[config.mk]
export PLATFORM = sky130hd
export DESIGN_NAME = wordrx_dual_top
export DESIGN_NICKNAME = d
export VERILOG_FILES = /design/src/rtl/wordrx_pkg.sv /design/src/rtl/wordrx_shifter.sv /design/src/rtl/wordrx_hold.sv /design/src/rtl/wordrx_busmux.sv /design/src/rtl/wordrx_dual_top.sv
export SDC_FILE = /design/constraint.sdc
export NUM_CORES = 1
export LEC_CHECK = 0
export ABC_AREA = 1
export CORE_MARGIN = 2
export CORE_UTILIZATION = 55
export DETAILED_ROUTE_END_ITERATION = 8
export GPL_TIMING_DRIVEN = 0
export MAX_ROUTING_LAYER = met4
export PLACE_DENSITY = 0.76
export REMOVE_ABC_BUFFERS = 1
export SYNTH_ARGS = -nofsm -noshare
export SYNTH_HDL_FRONTEND = slang
export SYNTH_HIERARCHICAL = 1
export SYNTH_SLANG_ARGS = --single-unit
[constraint.sdc]
create_clock -name clk -period 1.6 [get_ports clk]
set_clock_uncertainty 0.1 [all_clocks]
set_input_delay 0.16 -clock clk [delete_from_list [all_inputs] [get_ports clk]]
set_output_delay 0.16 -clock clk [all_outputs]
set_load 0.005 [all_outputs]
[src/rtl/wordrx_pkg.sv]
package wordrx_pkg;
  localparam int LBL_W = 2;

  typedef struct packed {
    logic vld;
    logic val;
    logic eos;
  } ser_in_t;
endpackage

[src/rtl/wordrx_shifter.sv]
module wordrx_shifter
  import wordrx_pkg::*;
#(
  parameter int WORD_W = 32,
  parameter int LBL_LO = 8
) (
  input  logic              clk,
  input  logic              rst,
  input  ser_in_t           sin,
  input  logic              filt_en,
  input  logic [LBL_W-1:0]  filt_bits,
  output logic              acc,
  output logic [WORD_W-1:0] word
);
  logic [WORD_W-1:0] sr;
  logic              odd;
  logic              lbl_ok;

  always_ff @(posedge clk) begin
    if (rst) sr <= '0;
    else if (sin.vld) sr <= {sin.val, sr[WORD_W-1:1]};
  end

  always_comb begin
    odd    = ^sr;
    word   = {~odd, sr[WORD_W-2:0]};
    lbl_ok = !filt_en || (sr[LBL_LO +: LBL_W] == filt_bits);
    acc    = sin.eos && lbl_ok;
  end


  shift_in_chk: assert property (@(posedge clk) disable iff (rst)
    sin.vld |=> sr[WORD_W-1] == $past(sin.val));
endmodule

[src/rtl/wordrx_hold.sv]
module wordrx_hold #(
  parameter int WORD_W = 32
) (
  input  logic              clk,
  input  logic              rst,
  input  logic              acc,
  input  logic [WORD_W-1:0] word,
  input  logic              rd_en,
  input  logic              sel,
  output logic [WORD_W-1:0] latch,
  output logic              rdy_n
);
  logic en_q;
  logic sel_q;
  logic got_lo;
  logic trail;

  assign trail = en_q && !rd_en;

  always_ff @(posedge clk) begin
    if (rst) begin
      latch  <= '0;
      rdy_n  <= 1'b1;
      got_lo <= 1'b0;
      en_q   <= 1'b0;
      sel_q  <= 1'b0;
    end else begin
      en_q <= rd_en;
      if (rd_en) sel_q <= sel;
      if (acc) begin
        latch  <= word;
        rdy_n  <= 1'b0;
        got_lo <= 1'b0;
      end else if (trail) begin
        if (!sel_q) begin
          got_lo <= 1'b1;
        end else if (got_lo) begin
          rdy_n  <= 1'b1;
          got_lo <= 1'b0;
        end
      end
    end
  end


  load_chk: assert property (@(posedge clk) disable iff (rst)
    acc |=> (latch == $past(word)) && !rdy_n);


  clear_chk: assert property (@(posedge clk) disable iff (rst)
    $rose(rdy_n) |-> $past(!rd_en) && $past(rd_en, 2));
endmodule

[src/rtl/wordrx_busmux.sv]
module wordrx_busmux #(
  parameter int NCH    = 2,
  parameter int WORD_W = 32,
  localparam int HALF_W = WORD_W / 2,
  localparam int IDX_W  = (NCH > 1) ? $clog2(NCH) : 1
) (
  input  logic                  clk,
  input  logic                  rst,
  input  logic [NCH-1:0]        rd_en,
  input  logic                  sel,
  input  logic [NCH*WORD_W-1:0] lat_flat,
  output logic [HALF_W-1:0]     dout,
  output logic                  dout_vld
);
  logic [IDX_W-1:0]  pick;
  logic              any;
  logic [HALF_W-1:0] half;

  always_comb begin
    pick = '0;
    any  = 1'b0;
    for (int i = NCH - 1; i >= 0; i--) begin
      if (rd_en[i]) begin
        pick = IDX_W'(i);
        any  = 1'b1;
      end
    end
    if (sel) half = lat_flat[int'(pick)*WORD_W + HALF_W +: HALF_W];
    else     half = lat_flat[int'(pick)*WORD_W +: HALF_W];
  end

  always_ff @(posedge clk) begin
    if (rst) begin
      dout     <= '0;
      dout_vld <= 1'b0;
    end else begin
      dout_vld <= any;
      if (any) dout <= half;
    end
  end


  vld_chk: assert property (@(posedge clk) disable iff (rst)
    (|rd_en) |=> dout_vld);


  idle_chk: assert property (@(posedge clk) disable iff (rst)
    !(|rd_en) |=> !dout_vld);
endmodule

[src/rtl/wordrx_dual_top.sv]
module wordrx_dual_top
  import wordrx_pkg::*;
#(
  parameter int NCH    = 2,
  parameter int WORD_W = 32,
  parameter int LBL_LO = 8,
  localparam int HALF_W = WORD_W / 2
) (
  input  logic              clk,
  input  logic              rst,
  input  logic [NCH-1:0]    bit_vld,
  input  logic [NCH-1:0]    bit_val,
  input  logic [NCH-1:0]    eos,
  input  logic              filt_en,
  input  logic [LBL_W-1:0]  filt_bits,
  input  logic [NCH-1:0]    rd_en,
  input  logic              sel,
  output logic [HALF_W-1:0] dout,
  output logic              dout_vld,
  output logic [NCH-1:0]    rdy_n
);
  logic [NCH*WORD_W-1:0] lat_flat;

  for (genvar c = 0; c < NCH; c++) begin : g_ch
    ser_in_t           sin;
    logic              acc;
    logic [WORD_W-1:0] word;
    logic [WORD_W-1:0] latch;

    assign sin = '{vld: bit_vld[c], val: bit_val[c], eos: eos[c]};

    wordrx_shifter #(.WORD_W(WORD_W), .LBL_LO(LBL_LO)) u_shf (
      .clk(clk), .rst(rst), .sin(sin), .filt_en(filt_en),
      .filt_bits(filt_bits), .acc(acc), .word(word)
    );

    wordrx_hold #(.WORD_W(WORD_W)) u_hold (
      .clk(clk), .rst(rst), .acc(acc), .word(word), .rd_en(rd_en[c]),
      .sel(sel), .latch(latch), .rdy_n(rdy_n[c])
    );

    assign lat_flat[c*WORD_W +: WORD_W] = latch;
  end

  wordrx_busmux #(.NCH(NCH), .WORD_W(WORD_W)) u_mux (
    .clk(clk), .rst(rst), .rd_en(rd_en), .sel(sel), .lat_flat(lat_flat),
    .dout(dout), .dout_vld(dout_vld)
  );
endmodule

==> impl_metrics.json, run 1 <==
{
  "status": "finished clean",
  "cp.required_ns": 1.82,
  "cpMaxStageDelayCell": "dfxtp_1",
  "cts.hold.buffers_added": 0,
  "diodes": 0,
  "synth.ff_latch_count": 153,
  "vias_in_the_first_global_route": 6163,
  "final_hold_viol_count": 0,
  "cts_htree_levels": 4,
  "clk-insertion-delay-late_ns": 0.43,
  "top_cell_family_by_delay_on_the_critical_path": "simple AND/OR/NAND/NOR gates",
  "p_sw_uw": 2770,
  "wirelength_um": 17900,
  "wl_met1_um": 8080,
  "grt_setup_unrepaired": "yes",
  "postSynth.topFlopCell": "dfxtp_1",
  "globalRouteOverflowTotal": 0,
  "tritoncts": "done",
  "ys_top_cells_by_area": "dfxtp_1, nand2_1, nor2_1",
  "grt_pass1_wl_um": 28600,
  "final.min_clock_period_ns": 1.59,
  "power_leakage_uw": 0.00403,
  "worst-endpoint-arrival_ns": 1.81,
  "cap_violations": 0,
  "synth.distinct_cells": 28,
  "gpl.final_weighted_congestion": 0.813,
  "asyncSetResetFlopFracSynth_pct": 0,
  "clk_transition_reported_paths_ns": 0.06,
  "cts_made_buffers": 17,
  "grt_antenna_before_repair": 0,
  "drt_iter0_markers": 565,
  "dr_wl_met3_um": 669,
  "post-route-worst-setup-slack_ns": 0.0127,
  "pwr_density_cell_nw_per_um2": 1150,
  "chipWidth_um": 124,
  "top_layer_used": "met4",
  "cts_root_buf": "clkbuf_16",
  "dp_hpwl_um": 11300,
  "detailroute.wirelength.met2_um": 8860,
  "p_sw_share_pct": 27.5,
  "crit_path_start_kind": "register",
  "worst_path_class_setup": "reg -> reg",
  "detail_route.first_pass.iterations": 5,
  "average_footprint_of_a_synthesized_cell_um2": 6.63,
  "route.antenna.remaining_nets": 0,
  "netlist.area_leader.share_pct": 38.6,
  "rows": 43,
  "p_int_uw": 7320,
  "critical_path.max_stage_delay_ns": 0.41,
  "ios": 33,
  "timing_max_transition_violations_final": 0,
  "initial_core_util_pct": 56.8,
  "pre_cts_ws_ns": -1.31,
  "fillerInstances": 1249,
  "detail_route.wl_per_cell_um": 13.3,
  "cts_sinks": 153,
  "synth_common_cells": "nand2_1, nor2_1, dfxtp_1",
  "drcViolationCount": 0,
  "grtUsageTotal_pct": 24.3,
  "syn2layout_area_growth_pct": 10.2,
  "fraction_of_final_layout_cells_with_drive_strength_greater_than_1_pct": 16.6,
  "synth_area_um2": 7940,
  "vias": 6926,
  "cp_max_fo": 5,
  "layout.area.seq_um2": 3160,
  "critical_path_buf_inv_count": 1,
  "max_slew_margin_pct": 40.3,
  "pwr-share-clk_pct": 42.1,
  "synth_edf_count": 0,
  "post-synth-top-count-cell": "nand2_1",
  "port_buffers": 32,
  "synth_top_area_cell": "dfxtp_1",
  "hold_path_class": "in -> reg",
  "timing_worst_slew_pin_value_ns": 0.894,
  "timing.critical_path.cells": "inv_2 > nand2_1 > nand2_1 > nand2_1 > nand2_1 > nand2_1 > nand2_1 > nand2_1 > nand2_2 > nand2_1 > nand2_1 > nor2_2 > nor2_1",
  "worstSetupEndpointType": "register",
  "clock_tree.buffer_depth": 2,
  "die_h_um": 124,
  "post_synth_inst_count": 1198,
  "min_period_over_period_pct": 99.2,
  "p_comb_share_pct": 15.2,
  "routed_vias_inst": 5.14,
  "cp_common_cell": "nand2_1",
  "fp.dieArea_um2": 15400,
  "fmax_ghz": 0.630,
  "yosysSeqAreaShare_pct": 38.6,
  "yosysWarnings": 6,
  "grt_max_degree": 56,
  "final_net_count": 1168,
  "pwr-share-seq_pct": 42.7,
  "multi_input_area_um2": 3860,
  "final_setup_violating_endpoints": 0,
  "final_layout_worst_hold_slack_ns": 0.146,
  "floorplan.core_area_um2": 14000,
  "worst_ir_drop_on_vdd_mv": 0.803
}
placed cells by master (no fill, tap or decap), drive strengths merged, types with 14 or more instances in the layout:
master / Yosys / final
a211oi: 48 / 48
a21oi: 30 / 30
buf: 90 / 14
clkbuf: 20 / 24
clkdlybuf4s50: 0 / 26
dfxtp: 153 / 153
inv: 89 / 90
nand2: 435 / 435
nand3: 36 / 36
nor2: 197 / 197
o21ai: 74 / 74
stage by stage:
stage | TNS (ns) | power, uW | std cells | util, % | cell area [um2]
finish | 0 | 10100 | 1347 | 62.6 | 8750
global route | -0.783 | 10500 | 1347 | 62.6 | 8750
CTS | 0 | 9990 | 1341 | 60.6 | 8480
detailed placement | -66.30 | 5720 | 1303 | 55.3 | 7730
global placement | -378.02 | 5690 | 1300 | 54.9 | 7690
floorplan | -97.58 | 5230 | 1088 | - | 7140
power groups by stage:
stage	Clock, uW	Combinational (uW)	Sequential [uW]
final	4250	1530	4300
after CTS	4280	1430	4280
after global routing	4460	1740	4330
after global placement	0	1330	4350
after floorplan	0	933	4300
after detailed placement	0	1360	4360
per-layer routing:
metal,up-vias,global-route usage [%]
met5,-,-
met4,0,7.37
met3,20,5.27
met2,122,40.7
met1,3194,29.4
li1,3590,-
cell type report:
type	count	share of cell area (%)
Clock buffer	20	5.10
Clock inverter	12	1.99
Inverter	93	4.16
Multi-Input combinational cell	842	44.1
Sequential cell	153	36.1
Tap cell	180	2.57
Timing Repair Buffer	47	6.05
sequential cells by signal, indices dropped and copies added, names as in the netlist:
register            count
g_ch.u_hold/got_lo      2
g_ch.u_hold/sel_q       2
g_ch.u_shf/sr          64
g_ch.u_hold/rdy_n       2
g_ch.u_hold/en_q        2
u_mux/dout_vld          1
u_mux/dout             16
g_ch.u_hold/latch      64
repair_timing:
item | in CTS | in global routing
endpoints found under the setup margin | 88 | 85
setup buffers | 5 | 5
gates cloned | 1 | 2
endpoints found under the hold margin | 0 | 0
resized for setup | 26 | 118
pin swaps | 1 | 28
final timing paths:
kind / end / slack [ns] / depth (start not counted) / from
setup reg to reg: g_ch[0].u_hold/latch[31] / 0.01 / 13 / g_ch[0].u_shf/sr[11]
hold / removal: g_ch[0].u_hold/sel_q / 0.15 / 2 / rst
setup / recovery: g_ch[0].u_hold/latch[31] / 0.01 / 13 / g_ch[0].u_shf/sr[11]
hold reg to reg: g_ch[0].u_hold/got_lo / 0.36 / 2 / g_ch[0].u_hold/got_lo
cells by family after synthesis:
group / count (synthesis) / synth area share (%)
AO/OA/AOI/OAI: 154 / 11.7
XOR/XNOR: 20 / 2.21
buffers and inverters: 203 / 14.5
flip-flops: 153 / 38.6
AND/OR/NAND/NOR: 668 / 33.0
worst register-to-register path, stage by stage, from the launching register on:
cell and delay, ns:
dfxtp_1 0.41, inv_2 0.08, nand2_1 0.08, nand2_1 0.08, nand2_1 0.08, nand2_1 0.09
nand2_1 0.08, nand2_1 0.07, nand2_1 0.08, nand2_2 0.07, nand2_1 0.06, nand2_1 0.06
nor2_2 0.09, nor2_1 0.05
No activity file was read; power rests on OpenSTA's default activity.
==> run 2: changes to the inputs <==
--- a/config.mk
+++ b/config.mk
@@ -6,6 +6,7 @@
 export NUM_CORES = 1
 export LEC_CHECK = 0
 export ABC_AREA = 1
+export CAP_MARGIN = 5
 export CORE_MARGIN = 2
 export CORE_UTILIZATION = 55
 export DETAILED_ROUTE_END_ITERATION = 8
==> run 2 against run 1 <==
  * Sequential power is essentially flat
  * Design area did not move
  * Utilization unchanged
  * Sequential share of layout area did not move
  * Die area is the same
  * Combinational power about the same
  * Global-route usage is the same
  * Critical path type unchanged
  * Highest routed layer unchanged
==> impl_metrics.json, run 2 (same netlist as run 1, synthesis figures left out) <==
{
  "status": "finished clean",
  "final_layout_worst_hold_slack_ns": 0.146,
  "clock_tree.buffer_depth": 2,
  "fin_util_pct": 62.6,
  "final_net_count": 1168,
  "syn2layout_area_growth_pct": 10.2,
  "pwr-share-seq_pct": 42.7,
  "worst_path_class_setup": "reg -> reg",
  "worst_ir_drop_on_vdd_mv": 0.803,
  "cp_common_cell": "nand2_1",
  "layout_common_cells": "nand2_1, nor2_1, dfxtp_1, inv_1, o21ai_0",
  "power_leakage_uw": 0.00403,
  "timing_max_transition_violations_final": 0,
  "rows": 43,
  "globalRouteOverflowTotal": 0,
  "clk_transition_reported_paths_ns": 0.06,
  "hold_path_class": "in -> reg",
  "routed_vias_inst": 5.14,
  "leading_cell_type_in_the_layout_fill_and_taps_excluded": "nand2_1",
  "chipWidth_um": 124,
  "pwr_density_cell_nw_per_um2": 1150,
  "dp_hpwl_um": 11300,
  "worstSetupEndpointType": "register",
  "route.antenna.remaining_nets": 0,
  "cts_htree_levels": 4,
  "grt_setup_unrepaired": "yes",
  "port_buffers": 32,
  "final_area_um2": 8750,
  "final.min_clock_period_ns": 1.59,
  "clk-insertion-delay-late_ns": 0.43,
  "fraction_of_final_layout_cells_with_drive_strength_greater_than_1_pct": 16.6,
  "p_comb_share_pct": 15.2,
  "fp.dieArea_um2": 15400,
  "cp.required_ns": 1.82,
  "grt_pass1_wl_um": 28600,
  "die_h_um": 124,
  "pwr-share-clk_pct": 42.1,
  "p_int_uw": 7320,
  "floorplan.core_area_um2": 14000,
  "vias_in_the_first_global_route": 6163,
  "timing.critical_path.cells": "inv_2 > nand2_1 > nand2_1 > nand2_1 > nand2_1 > nand2_1 > nand2_1 > nand2_1 > nand2_2 > nand2_1 > nand2_1 > nor2_2 > nor2_1",
  "detail_route.first_pass.iterations": 5,
  "total_power_uw": 10100,
  "grt_antenna_before_repair": 0,
  "layout_top_registers": "g_ch.u_hold/latch: 64 flops, g_ch.u_shf/sr: 64 flops, u_mux/dout: 16 flops",
  "gpl.final_weighted_congestion": 0.813,
  "grt_max_degree": 56,
  "cts_root_buf": "clkbuf_16",
  "grtUsageTotal_pct": 24.3,
  "critical_path.max_stage_delay_ns": 0.41,
  "final_hold_viol_count": 0,
  "placed_cells_incl_taps": 1303,
  "drt_iter0_markers": 565,
  "cap_violations": 0,
  "cts_sinks": 153,
  "wirelength_um": 17900,
  "fmax_ghz": 0.630,
  "p_sw_uw": 2770,
  "vias": 6926,
  "drcViolationCount": 0,
  "timing_worst_slew_pin_value_ns": 0.894,
  "layout.cells.non_filler": 1347,
  "cts_made_buffers": 17,
  "min_period_over_period_pct": 99.2,
  "tritoncts": "done",
  "cts.hold.buffers_added": 0,
  "cpMaxStageDelayCell": "dfxtp_1",
  "detail_route.wl_per_cell_um": 13.3,
  "diodes": 0,
  "postPlaceCellArea_um2": 7730,
  "initial_core_util_pct": 56.8,
  "ios": 33,
  "p_sw_share_pct": 27.5,
  "worst-endpoint-arrival_ns": 1.81,
  "final_setup_violating_endpoints": 0,
  "cp_max_fo": 5,
  "fillerInstances": 1249,
  "max_slew_margin_pct": 40.3,
  "crit_path_start_kind": "register"
}
-- run 2: final timing paths --
check / start / end / slack [ns] / cells after the start
setup / recovery: g_ch[0].u_shf/sr[11] / g_ch[0].u_hold/latch[31] / 0.01 / 13
setup reg to reg: g_ch[0].u_shf/sr[11] / g_ch[0].u_hold/latch[31] / 0.01 / 13
hold / removal: rst / g_ch[0].u_hold/sel_q / 0.15 / 2
hold reg to reg: g_ch[0].u_hold/got_lo / g_ch[0].u_hold/got_lo / 0.36 / 2
-- run 2: timing repair --
item / CTS / global route
setup endpoints to repair: 88 / 85
resized for setup: 26 / 118
buffers inserted: 5 / 5
pin swaps: 1 / 28
gates cloned: 1 / 2
endpoints found under the hold margin: 0 / 0
-- run 2: through the flow --
stage                     setup TNS (ns)  setup WS [ns]
after global routing              -0.783         -0.158
after floorplan                   -97.58          -1.44
after global placement           -378.02          -3.53
final                                  0         0.0127
after CTS                              0       0.000146
after detailed placement          -66.30          -1.31
-- run 2: final cells by class --
type,count,area [um2],share of cell area (%)
flip-flops and latches,153,3160,36.1
clock inverters,12,174,1.99
multi-input cells,842,3860,44.1
inverters,93,364,4.16
well taps,180,225,2.57
repair buffers,47,529,6.05
clock buffers,20,447,5.10
-- run 2: power by group through the flow --
| stage | sequential [uW] | clock [uW] | combinational (uW) |
|---|---|---|---|
| final | 4300 | 4250 | 1530 |
| after global placement | 4350 | 0 | 1330 |
| after global routing | 4330 | 4460 | 1740 |
| after detailed placement | 4360 | 0 | 1360 |
| after floorplan | 4300 | 0 | 933 |
| after CTS | 4280 | 4280 | 1430 |
-- run 2: critical path, delay by kind of cell, from the launching register on --
family                 cells  cell delay [ns]
DFF                        1             0.41
buffers and inverters      1             0.08
and+or+nand+nor           12             0.88
-- run 2: routing by layer --
layer  vias to the layer above  wire [um]  global-route usage (%)
li1                       3590          -                       -
met1                      3194       8080                    29.4
met2                       122       8860                    40.7
met3                        20        669                    5.27
met4                         0        260                    7.37
met5                         -          0                       -
